**src/rtl/irq_sel_pkg.sv**
```systemverilog
// Package: shared privilege codes and the default interrupt count.
package irq_sel_pkg;
    localparam int unsigned NIRQ_DEFAULT = 32;

    typedef enum logic [1:0] {
        PRIV_USER  = 2'd0,
        PRIV_SUPER = 2'd1,
        PRIV_RSVD  = 2'd2,
        PRIV_MACH  = 2'd3
    } priv_e;
endpackage

```
**src/rtl/irq_pend_reg.sv**
```systemverilog
// Pending-interrupt register.
// Bits are set by hardware strobes. A masked software write overrides
// hardware sets on the masked bits. The pre-write value is presented as
// read-back, and a registered request line tracks "any bit pending".
// Assumes a synchronous active-low reset.
module irq_pend_reg #(
    parameter int unsigned NIRQ = 32
) (
    input  logic            clk,
    input  logic            rst_n,
    input  logic [NIRQ-1:0] hw_set,
    input  logic            upd_en,
    input  logic [NIRQ-1:0] upd_mask,
    input  logic [NIRQ-1:0] upd_value,
    output logic [NIRQ-1:0] upd_old,
    output logic [NIRQ-1:0] pend_q,
    output logic            irq_req
);
    logic [NIRQ-1:0] pend_d;

    // Next pending value: a masked write wins over a same-cycle set.
    always_comb begin
        pend_d = pend_q | hw_set;
        if (upd_en) begin
            pend_d = (pend_d & ~upd_mask) | (upd_value & upd_mask);
        end
    end

    // Register the pending bits and the request line.
    always_ff @(posedge clk) begin
        if (!rst_n) begin
            pend_q  <= '0;
            irq_req <= 1'b0;
        end else begin
            pend_q  <= pend_d;
            irq_req <= (pend_d != '0);
        end
    end

    // Read-back of the value before the write.
    assign upd_old = pend_q;

    a_r9_mask_wins: assert property (@(posedge clk) disable iff (!rst_n)
        upd_en |=> (((pend_q ^ $past(upd_value)) & $past(upd_mask)) == '0));
    a_r9_no_spurious_clear: assert property (@(posedge clk) disable iff (!rst_n)
        !upd_en |=> ((pend_q & $past(pend_q)) == $past(pend_q)));
    a_r8_req_tracks: assert property (@(posedge clk) disable iff (!rst_n)
        1'b1 |=> (irq_req == (pend_q != '0)));
endmodule

```
**src/rtl/irq_gate.sv**
```systemverilog
// Global gating of candidate interrupts.
// Non-delegated bits pass through the machine gate and delegated bits pass
// through the supervisor gate. Both gates are derived from the privilege code.
// Purely combinational.
module irq_gate
    import irq_sel_pkg::*;
#(
    parameter int unsigned NIRQ = 32
) (
    input  logic            clk,
    input  logic            rst_n,
    input  logic [NIRQ-1:0] cand,
    input  logic [NIRQ-1:0] deleg,
    input  logic [1:0]      priv,
    input  logic            m_gie,
    input  logic            s_gie,
    output logic [NIRQ-1:0] gated
);
    logic m_open;
    logic s_open;

    // Gate open conditions from privilege and the global enable bits.
    always_comb begin
        m_open = (priv < PRIV_MACH)  || ((priv == PRIV_MACH)  && m_gie);
        s_open = (priv < PRIV_SUPER) || ((priv == PRIV_SUPER) && s_gie);
    end

    // Route each bit through its level's gate.
    always_comb begin
        gated = (cand & ~deleg & {NIRQ{m_open}}) | (cand & deleg & {NIRQ{s_open}});
    end

    a_r1_subset: assert property (@(posedge clk) disable iff (!rst_n)
        (gated & ~cand) == '0);
    a_r2_mach_closed: assert property (@(posedge clk) disable iff (!rst_n)
        (priv == PRIV_MACH && !m_gie) |-> ((gated & ~deleg) == '0));
    a_r3_super_closed: assert property (@(posedge clk) disable iff (!rst_n)
        (priv > PRIV_SUPER) |-> ((gated & deleg) == '0));
endmodule

```
**src/rtl/irq_pick.sv**
```systemverilog
// Lowest-index selector.
// A prefix-OR chain isolates the lowest set bit, which is then encoded as an
// index. Reports valid=0 and index 0 for an empty vector.
module irq_pick #(
    parameter int unsigned NIRQ = 32,
    localparam int unsigned IW  = (NIRQ > 1) ? $clog2(NIRQ) : 1
) (
    input  logic            clk,
    input  logic            rst_n,
    input  logic [NIRQ-1:0] req,
    output logic            valid,
    output logic [IW-1:0]   idx
);
    logic [NIRQ-1:0] seen;
    logic [NIRQ-1:0] first;

    // Prefix OR: seen[i] is set when any bit at or below i is set.
    assign seen[0]  = req[0];
    assign first[0] = req[0];
    for (genvar i = 1; i < NIRQ; i++) begin : g_chain
        assign seen[i]  = seen[i-1] | req[i];
        assign first[i] = req[i] & ~seen[i-1];
    end

    // Encode the isolated one-hot bit as an index.
    always_comb begin
        idx = '0;
        for (int i = 0; i < NIRQ; i++) begin
            if (first[i]) idx = idx | IW'(i);
        end
    end

    assign valid = seen[NIRQ-1];

    a_r5_onehot: assert property (@(posedge clk) disable iff (!rst_n)
        $onehot0(first) && (valid == (first != '0)));
    a_r5_lowest: assert property (@(posedge clk) disable iff (!rst_n)
        valid |-> (req[idx] && ((req & ((NIRQ'(1) << idx) - NIRQ'(1))) == '0)));
    a_r5_empty: assert property (@(posedge clk) disable iff (!rst_n)
        !valid |-> (req == '0 && idx == '0));
endmodule

```
**src/rtl/irq_select_top.sv**
```systemverilog
// Top level of the delegated interrupt priority selector.
// Chains the pending register, the per-bit enable, the delegation-aware
// global gating and the lowest-index picker. Selection is combinational
// from the registered pending value.
module irq_select_top
    import irq_sel_pkg::*;
#(
    parameter int unsigned NIRQ = NIRQ_DEFAULT,
    localparam int unsigned IW  = (NIRQ > 1) ? $clog2(NIRQ) : 1
) (
    input  logic            clk,
    input  logic            rst_n,
    input  logic [NIRQ-1:0] hw_set,
    input  logic            upd_en,
    input  logic [NIRQ-1:0] upd_mask,
    input  logic [NIRQ-1:0] upd_value,
    output logic [NIRQ-1:0] upd_old,
    output logic [NIRQ-1:0] pend,
    output logic            irq_req,
    input  logic [NIRQ-1:0] irq_enable,
    input  logic [NIRQ-1:0] deleg_mask,
    input  logic [1:0]      priv,
    input  logic            m_gie,
    input  logic            s_gie,
    output logic            take_valid,
    output logic [IW-1:0]   take_idx
);
    logic [NIRQ-1:0] cand;
    logic [NIRQ-1:0] gated;

    irq_pend_reg #(.NIRQ(NIRQ)) u_pend (
        .clk       (clk),
        .rst_n     (rst_n),
        .hw_set    (hw_set),
        .upd_en    (upd_en),
        .upd_mask  (upd_mask),
        .upd_value (upd_value),
        .upd_old   (upd_old),
        .pend_q    (pend),
        .irq_req   (irq_req)
    );

    // Candidates: pending and individually enabled.
    assign cand = pend & irq_enable;

    irq_gate #(.NIRQ(NIRQ)) u_gate (
        .clk   (clk),
        .rst_n (rst_n),
        .cand  (cand),
        .deleg (deleg_mask),
        .priv  (priv),
        .m_gie (m_gie),
        .s_gie (s_gie),
        .gated (gated)
    );

    irq_pick #(.NIRQ(NIRQ)) u_pick (
        .clk   (clk),
        .rst_n (rst_n),
        .req   (gated),
        .valid (take_valid),
        .idx   (take_idx)
    );
endmodule

```
**config.mk**
```make
export PLATFORM = sky130hd
export DESIGN_NAME = irq_select_top
export DESIGN_NICKNAME = d
export VERILOG_FILES = /design/src/rtl/irq_sel_pkg.sv /design/src/rtl/irq_pend_reg.sv /design/src/rtl/irq_gate.sv /design/src/rtl/irq_pick.sv /design/src/rtl/irq_select_top.sv
export SDC_FILE = /design/constraint.sdc
export NUM_CORES = 1
export LEC_CHECK = 0
export ABC_AREA = 1
export BUFFER_PORTS_ARGS = -buffer_cell sky130_fd_sc_hd__clkbuf_2
export CORE_MARGIN = 4
export CORE_UTILIZATION = 40
export DETAILED_ROUTE_END_ITERATION = 7
export PLACE_DENSITY = 0.91
export SETUP_SLACK_MARGIN = 0.2
export SLEW_MARGIN = 20
export SYNTH_ARGS = -nofsm -noshare
export SYNTH_HDL_FRONTEND = slang
export SYNTH_SLANG_ARGS = --single-unit
export TNS_END_PERCENT = 100
```
**constraint.sdc**
```tcl
create_clock -name clk -period 4.3 [get_ports clk]
set_input_delay 0.86 -clock clk [delete_from_list [all_inputs] [get_ports clk]]
set_output_delay 0.86 -clock clk [all_outputs]
set_load 0.01 [all_outputs]
```
==> results.tsv, run 1 <==
metric	value	unit
area delta synth->final	43.10	%
Core Util, Final	0.5862	
clock-pin slew on the worst setup and hold paths	0.07	ns
worst skew pair latency	0.28	ns
Hold Fails Final Rpt	0	
Yosys reg bits	33	
NetSw	407.6	uW
outcome	finished, final reports clean	
Setup Total Neg Slack	0	ns
critical path launch point type	input pin	
Synth Area per Inst	6.275	um2
WP data arrival	3.12	ns
DRT Pass-1 Iters	5	
worst path required time	3.44	ns
Top-Level Pins	238	
DRC	0	
Final Slew Violations	0	
final worst-path cycle share	0.9257	
Power Total	1.076	mW
die width	93.96	um
Clk network pwr share	0.234	
Tot GR Track Use	0.2597	
cell area after layout	4229	um2
GRT Residual Overflow	0	
Vias per Instance	5.364	
peak fanout along the critical path	13	
CTS tree	done	
Max clock buf depth	2	
crit end category	primary output	
RSZ-0062 raised after global routing	no	
Hold WS	0.7051	ns
Total Wirelength	12.56	mm
initial antenna violation count	0	
Layout Nets	849	
H-tree depth	2	
crit path time final	3.981	ns
FMAX	0.2512	GHz
Leak	2.284	nW
layout cell share with drive strength beyond 1	0.4246	
Seq pwr share	0.346	
peak supply drop	0.3047	mV
# rows	31	
IO buf count	237	
largest net degree at the start of global routing	65	
GPL Wtd Cong	1.043	
die area	8828	um2
Synth Warn #	0	
max-cap viol count	0	
worst setup path class	input pin to primary output	
count of different cell masters after synthesis	36	
Power Density	254.3	nW/um2
vias in the first global route	3811	
Hold Crit Class	flop to flop	
Initial Utilization	0.4096	
Comb pwr share	0.420	
die height	93.96	um
Post-Synthesis Cell Area	2955	um2
Clock Sinks	33	
sequential cell area fraction in the yosys report	0.2235	
# diodes	0	
Slew HR	0.3837	
Tightest Pin Transition	0.9234	ns
Root Buffer	clkbuf_8	
final setup fails	0	
clk_skew	0.005416	ns
WL per Instance	16.06	um
Final HPWL DP	10.07	mm
initial DRC count	215	
global-route wire length before repair	18.15	mm
Mapped Cells	471	
Internal Power	668.0	uW
CTS Buf Count	5	
Routed Antenna Nets	0	
DR vias	4195	
hold buffer count at cts	0	
Area after DPL	3953	um2
switching fraction of total power	0.3790	
Syn Nets	638	
area of the core	7214	um2
[layout by cell type (no fill, tap or decap), drive strengths merged]
cell	n
o2111ai	2
o21ai	13
a31oi	32
a21oi	43
nor3	7
clkbuf	242
nand2	85
dfxtp	33
inv	32
o41ai	1
a211oi	4
nand3b	3
a211o	1
clkinv	1
nand4	18
o211a	4
nor2	116
clkinvlp	1
nand3	28
o31ai	1
nor4	3
buf	12
and2	1
[cells by family (layout without fill, tap and decap cells)]
logic type / after synthesis / in the layout / synth area share
AOI/OAI and AO/OA: 101 / 101 / 0.2091
buffers and inverters: 79 / 288 / 0.1478
DFF: 33 / 33 / 0.2235
and+or+nand+nor: 258 / 261 / 0.4196
[final cells by class]
class	instances	area (um2)
fill	690	2985
inverter	33	130.1
tap	99	123.9
sequential	33	660.6
clock inverter	1	5.005
clock buffer	7	96.34
multi-input combinational	362	1934
timing repair buffer	247	1279
[worst max-delay path, stage by stage]
cell and delay (ns):
clkbuf_2 0.08, inv_1 0.13, nand2_4 0.13, nand2_8 0.15
o21ai_1 0.10, nor2_1 0.17, nand2_2 0.14, nor2_8 0.16
nand4_4 0.12, nor2_4 0.17, nand4_4 0.10, nor2_4 0.19
buf_4 0.14, nand3_1 0.06, nand3_1 0.15, nor2_1 0.06
nand2_1 0.07, clkbuf_2 0.13
[per-stage QoR]
step	setup slack (ns)	cells
2_1_floorplan	0.9660	471
3_3_place_gp	0.4313	761
3_5_place_dp	0.2785	761
4_1_cts	0.2849	769
5_1_grt	0.1757	782
6_report	0.3193	782
[sequential cells by signal, indices dropped and copies added, names as in the netlist]
signal          cells
u_pend.pend_q      32
u_pend.irq_req      1
[worst paths after layout]
kind | startpoint | to | slack (ns) | depth (start not counted)
worst max-delay path | s_gie | take_idx[0] | 0.32 | 18
worst min-delay path | u_pend.pend_q[31] | u_pend.pend_q[31] | 0.71 | 4
worst max register to register | u_pend.pend_q[13] | u_pend.irq_req | 2.64 | 6
worst min register to register | u_pend.pend_q[31] | u_pend.pend_q[31] | 0.71 | 4
[what timing repair did]
action,in CTS,in global routing
resized for setup,0,16
setup buffers,0,9
endpoints found under the setup margin,0,6
[synthesized netlist by cell type, drive strengths merged]
cell,number,area share
inv,33,0.042
buf,36,0.093
o41ai,1,0.0030
a211o,1,0.0030
o211a,4,0.014
a21oi,43,0.077
o31ai,1,0.0025
nor2,116,0.17
dfxtp,33,0.22
a211oi,4,0.010
nor4,3,0.0064
and2,1,0.0021
nand4,18,0.048
o21ai,13,0.025
nand3,26,0.059
clkbuf,10,0.013
nand2,84,0.11
nand3b,3,0.0076
o2111ai,2,0.0080
nor3,7,0.012
a31oi,32,0.068
[power groups by stage]
stage / clock (mW) / sequential [mW] / combinational [mW]
floorplan: 0 / 0.371 / 0.257
global route: 0.269 / 0.375 / 0.496
finish: 0.252 / 0.372 / 0.452
CTS: 0.255 / 0.370 / 0.421
global placement: 0 / 0.377 / 0.406
detailed placement: 0 / 0.377 / 0.419
[layer usage]
metal  global-route usage  routed length [um]  vias to the layer above
li1                     -                   -                     2003
met4              0.09627                 409                        0
met2               0.4364                6156                      247
met3              0.05128                1168                       44
met5                    0                   0                        -
met1               0.3268                4827                     1901
Note: power is estimated with default switching activity, not from simulation.
==> run 2: changes to the inputs <==
--- a/constraint.sdc
+++ b/constraint.sdc
@@ -3,2 +3,2 @@
 set_output_delay 0.86 -clock clk [all_outputs]
-set_load 0.01 [all_outputs]
+set_load 0.05 [all_outputs]
==> run 2 against run 1 <==
Compared with the run above: hold slack improved by 0.032 ns; non-clock buffer count up 2; die area unchanged; combinational power grew 49%; setup slack lost 0.085 ns; first-iteration DRC count shrank 5.1%; clock-buffer cell count shrank 1.
==> results.tsv, run 2 (synthesis results as in run 1) <==
metric	value	unit	change
initial antenna violation count	0		unchanged
crit path time final	4.066	ns	+0.08544 ns
area delta synth->final	46.57	%	
Slew HR	0.2928		-0.09092
Multi-input gate area	1944	um2	+0.52%
GRT Residual Overflow	0		unchanged
DR vias	4198		+0.072%
Power Total	1.347	mW	+25%
# diodes	0		unchanged
Core Util, Final	0.6004		+0.01422
initial DRC count	204		-5.1%
Cells on Worst Hold Path	4		unchanged
most common cell after layout, fill and taps aside	clkbuf_2		
GPL Wtd Cong	0.9990		-4.2%
crit end category	primary output		
worst skew pair latency	0.28	ns	about the same
number of flip-flops in the largest register	32		unchanged
Total Wirelength	12.59	mm	+0.19%
met2 usage	0.4423		+0.005914
Initial Utilization	0.4096		unchanged
Hold Fails Final Rpt	0		unchanged
Tightest Pin Transition	1.061	ns	+0.1374 ns
Clock Sinks	33		unchanged
# rows	31		unchanged
Setup Total Neg Slack	0	ns	unchanged
Leak	2.332	nW	+2.1%
clock-pin slew on the worst setup and hold paths	0.07	ns	about the same
RSZ-0062 raised after global routing	no		
H-tree depth	2		unchanged
Final HPWL DP	10.12	mm	+0.47%
top flop regs	u_pend.pend_q: 32 flops, u_pend.irq_req: 1 flops		
peak fanout along the critical path	9		-4
R2R Setup Slk	2.56	ns	-0.08 ns
Top-Level Pins	238		unchanged
worst path required time	3.44	ns	about the same
Vias per Instance	5.361		about the same
vias in the first global route	3848		+0.97%
clk_skew	0.007255	ns	+0.001838 ns
Most Used Layer, Global Route	met2		
DRC	0		unchanged
cell area after layout	4332	um2	+2.4%
final setup fails	0		unchanged
die area	8828	um2	unchanged
max-cap viol count	0		unchanged
commonest cells after routing, fill and taps aside	230 x clkbuf_2, 104 x nor2_1, 78 x nand2_1		
global-route wire length before repair	18.00	mm	-0.80%
die height	93.96	um	unchanged
Top reg by flops	u_pend.pend_q		
Worst Reg-to-Reg Cells	6		unchanged
IO buf count	237		unchanged
die width	93.96	um	unchanged
area of the core	7214	um2	unchanged
Hold Crit Class	flop to flop		
Area after DPL	3960	um2	+0.19%
Root Buffer	clkbuf_8		
DRT Pass-1 Iters	5		unchanged
FMAX	0.2459	GHz	-2.1%
final worst-path cycle share	0.9456		+0.01987
layout cell share with drive strength beyond 1	0.4327		+0.008151
critical path launch point type	input pin		
met3 global-route usage	0.04567		-0.005609
Power Density	310.9	nW/um2	+22%
Final Slew Violations	0		unchanged
M1 GR Usage	0.3194		-0.007463
CTS Buf Count	5		unchanged
filler instances	687		-0.43%
outcome	finished, final reports clean		
Routed Antenna Nets	0		unchanged
largest net degree at the start of global routing	65		unchanged
hold buffer count at cts	0		unchanged
worst setup path class	input pin to primary output		
WP data arrival	3.21	ns	+0.09 ns
peak supply drop	0.2456	mV	-19%
Sequential Area	660.6	um2	unchanged
Max clock buf depth	2		unchanged
WL per Instance	16.07	um	about the same
Tot GR Track Use	0.2588		-0.0008430
Layout Nets	850		+0.12%
CTS tree	done		
run 2: final timing paths:
path,from,endpoint
min reg2reg,u_pend.pend_q[31],u_pend.pend_q[31]
min,u_pend.pend_q[31],u_pend.pend_q[31]
max,m_gie,take_idx[0]
max reg2reg,u_pend.pend_q[0],u_pend.irq_req
run 2: layout make-up:
type	instances	share of cell area
Tap cell	99	0.02860
Inverter	33	0.03004
Sequential cell	33	0.1525
Clock buffer	6	0.01906
Timing Repair Buffer	249	0.3122
Multi-Input combinational cell	361	0.4489
Clock inverter	2	0.008666
run 2: through the flow:
| step | hold slack [ns] | setup WS (ns) | instances |
|---|---|---|---|
| after CTS | 0.7362 | 0.2041 | 771 |
| after floorplan | 0.9216 | 0.7005 | 471 |
| after detailed placement | 0.7159 | 0.1149 | 762 |
| after global placement | 0.6702 | 0.2831 | 762 |
| final | 0.7370 | 0.2338 | 783 |
| after global routing | 0.8019 | 0.1083 | 783 |
run 2: what timing repair did:
action                     CTS  global route
resized for setup            6            34
setup buffers                0            11
pin swaps                    0            12
setup endpoints to repair    5             6
cloned                       1             1
run 2: metal layers:
metal | vias to the layer above | wire length [um]
li1 | 2008 | -
met1 | 1893 | 4918
met2 | 257 | 6254
met3 | 40 | 945
met4 | 0 | 467
met5 | - | 0
run 2: power by group:
part           internal (mW)  switching, mW  total (mW)
Sequential             0.331         0.0416       0.372
Clock                  0.188          0.111       0.299
Combinational          0.222          0.453       0.675
Total                  0.741          0.606        1.35
run 2: critical path: stages:
cell      delay (ns)
clkbuf_2        0.13
inv_4           0.11
nand3_4         0.13
nand2_1         0.11
o21ai_1         0.09
nor2_1          0.23
nand2_2         0.15
nor2_8          0.14
nand4_4         0.11
nor2_4          0.19
nand4_4         0.11
nor2_4          0.19
nand3_4         0.10
nor2_4          0.16
nand3_4         0.12
nand2_2         0.12
buf_8           0.15
==> run 3: changes to the inputs <==
MAX_ROUTING_LAYER = met4   (was default)
PLACE_DENSITY = 0.85   (was 0.91)
SYNTH_HIERARCHICAL = 1   (was default)
==> run 3 against run 2 <==
Compared with the run above: synthesized cell count grew 46%; non-clock buffer count shrank 7; sequential power down 2%; synthesized area is 25% higher; hold slack worse by 0.16 ns; utilization shrank 5.5 points; die area is 22% higher; combinational power fell by 4.9%; critical path type unchanged.
==> results.tsv, run 3 <==
metric	value	unit	change
outcome	finished, final reports clean		
Final Slew Violations	0		unchanged
Synth async-reset ratio	0		unchanged
clock-pin slew on the worst setup and hold paths	0.07	ns	about the same
CTS tree	done		
# diodes	0		unchanged
Layout Nets	1054		+24%
Max clock buf depth	2		unchanged
CTS Buf Count	5		unchanged
most frequent cell after synthesis	nand2_1		
FMAX	0.2555	GHz	+3.9%
GRT Residual Overflow	0		unchanged
# rows	34		+9.7%
largest net degree at the start of global routing	59		-9.2%
DRC	0		unchanged
worst path required time	3.44	ns	about the same
Syn Nets	854		+34%
final worst-path cycle share	0.9103		-0.03528
Vias per Instance	4.695		-12%
worst skew pair latency	0.28	ns	about the same
DR vias	4676		+11%
GPL Wtd Cong	0.9095		-9.0%
Synth top area share	0.2170		-0.006561
Initial Utilization	0.4164		+0.006788
count of different cell masters after synthesis	30		-17%
commonest cells after routing, fill and taps aside	230 x clkbuf_2, 213 x nand2_1, 122 x inv_1		
commonest cells in the netlist	213 x nand2_1, 123 x inv_1, 89 x nor2_1		
Total Wirelength	12.57	mm	-0.16%
Power Density	262.0	nW/um2	-16%
Mapped Cells	687		+46%
initial DRC count	224		+9.8%
Final HPWL DP	10.53	mm	+4.1%
max-cap viol count	0		unchanged
peak fanout along the critical path	17		+8
Synth Warn #	6		+6
Tot GR Track Use	0.2203		-0.03849
Top FF cell, synth	dfxtp_1		
H-tree depth	2		unchanged
Clock Sinks	33		unchanged
final setup fails	0		unchanged
DRT Pass-1 Iters	5		unchanged
Synth Area per Inst	5.364	um2	-15%
Hold Fails Final Rpt	0		unchanged
Post-Synthesis Cell Area	3685	um2	+25%
vias in the first global route	4226		+9.8%
Slew HR	0.2609		-0.03187
area of the core	8848	um2	+23%
Setup Total Neg Slack	0	ns	unchanged
clk_skew	0.005151	ns	-0.002103 ns
crit end category	primary output		
peak supply drop	0.1909	mV	-22%
EDFF count, synth	0		unchanged
WP data arrival	3.05	ns	-0.16 ns
Top-Level Pins	238		unchanged
top flop regs	u_pend/pend_q: 32 flops, u_pend/irq_req: 1 flops		
Top reg by flops	u_pend/pend_q		
die width	104.0	um	+11%
biggest area consumer among synthesized cells	nand2_1		
Yosys reg bits	33		unchanged
WL per Instance	12.62	um	-22%
crit path time final	3.914	ns	-0.1517 ns
RSZ-0062 raised after global routing	no		
die area	10810	um2	+22%
Hold Crit Class	flop to flop		
hold buffer count at cts	0		unchanged
top post-synthesis cells by area	nand2_1 22%, dfxtp_1 18%, inv_1 13%		
Root Buffer	clkbuf_8		
Routed Antenna Nets	0		unchanged
sequential cell area fraction in the yosys report	0.1793		-0.04425
die height	104.0	um	+11%
most common cell after layout, fill and taps aside	clkbuf_2		
initial antenna violation count	0		unchanged
IO buf count	237		unchanged
critical path launch point type	input pin		
Core Util, Final	0.5451		-0.05531
worst setup path class	input pin to primary output		
Tightest Pin Transition	1.109	ns	+0.04780 ns
area delta synth->final	30.90	%	
global-route wire length before repair	19.45	mm	+8.0%
number of flip-flops in the largest register	32		unchanged
Leak	3.132	nW	+34%
layout cell share with drive strength beyond 1	0.3255		-0.1073
## run 3: cell types whose count changed after synthesis, sizes merged, moves of 7 or more
| cell | change |
|---|---|
| nand2 | +138 |
| inv | +93 |
| nand3 | +48 |
| a31oi | -31 |
| o21ai | +23 |
| nor2 | -19 |
| a21oi | -15 |
| nand4 | -12 |
| buf | +11 |
| clkbuf | -7 |
## run 3: metal layers
layer  track usage  wire length (um)  vias to the layer above
li1              -                 -                     2472
met1        0.2702              5377                     2052
met2        0.3895              6325                      144
met3       0.03228               768                        8
met4       0.03609                94                        0
met5             -                 0                        -
## run 3: what timing repair did
| action | CTS | global route |
|---|---|---|
| gates resized for setup | 0 | 22 |
| buffers inserted | 0 | 3 |
| endpoints found under the setup margin | 0 | 6 |
## run 3: worst max-delay path, stage by stage
cell and delay, ns:
clkbuf_2 0.08, inv_1 0.13, nand2_8 0.12, buf_4 0.22, nand3_1 0.10, nand2_1 0.09
nor3_2 0.24, nand2_1 0.14, nor2_4 0.15, nand4_2 0.11, nor2_4 0.16, nand3_2 0.10
nor2_4 0.13, nand3_4 0.10, nand3_1 0.10, clkbuf_4 0.23
## run 3: area by class of cell
class                   count  area [um2]
well taps                 108       135.1
repair buffers            242        1239
clock buffers               7       96.34
flip-flops and latches     33       660.6
multi-input cells         476        2198
fillers                   950        4025
clock inverters             1       5.005
inverters                 129       489.2
## run 3: worst paths after layout
| path | from | end | slack (ns) | depth (start not counted) |
|---|---|---|---|---|
| worst max register to register | u_pend/pend_q[16] | u_pend/irq_req | 2.93 | 8 |
| worst min register to register | u_pend/pend_q[25] | u_pend/pend_q[25] | 0.57 | 2 |
| worst max-delay path | s_gie | take_idx[3] | 0.39 | 16 |
| worst min-delay path | u_pend/pend_q[25] | u_pend/pend_q[25] | 0.57 | 2 |
## run 3: kinds of logic after synthesis
logic type / after synthesis / share of synthesized area
AND/OR/NAND/NOR: 407 / 0.4801
buffers and inverters: 179 / 0.2353
AO/OA/AOI/OAI: 68 / 0.1053
flip-flops: 33 / 0.1793
## run 3: through the flow
stage	std cells	setup WS [ns]	power [mW]	hold slack (ns)	instance area, um2
floorplan	687	0.5742	0.8383	0.7827	3685
global placement	984	0.2904	0.9876	0.5597	4638
detailed placement	984	0.2438	0.9940	0.5638	4638
CTS	992	0.2395	1.254	0.5751	4740
global route	996	0.1871	1.345	0.5960	4823
finish	996	0.3856	1.264	0.5748	4823
## run 3: power by group
part / switching (mW) / internal, mW / leakage (nW)
combinational: 0.447 / 0.195 / 2.80
sequential: 0.0328 / 0.331 / 0.276
clock: 0.114 / 0.145 / 0.0542
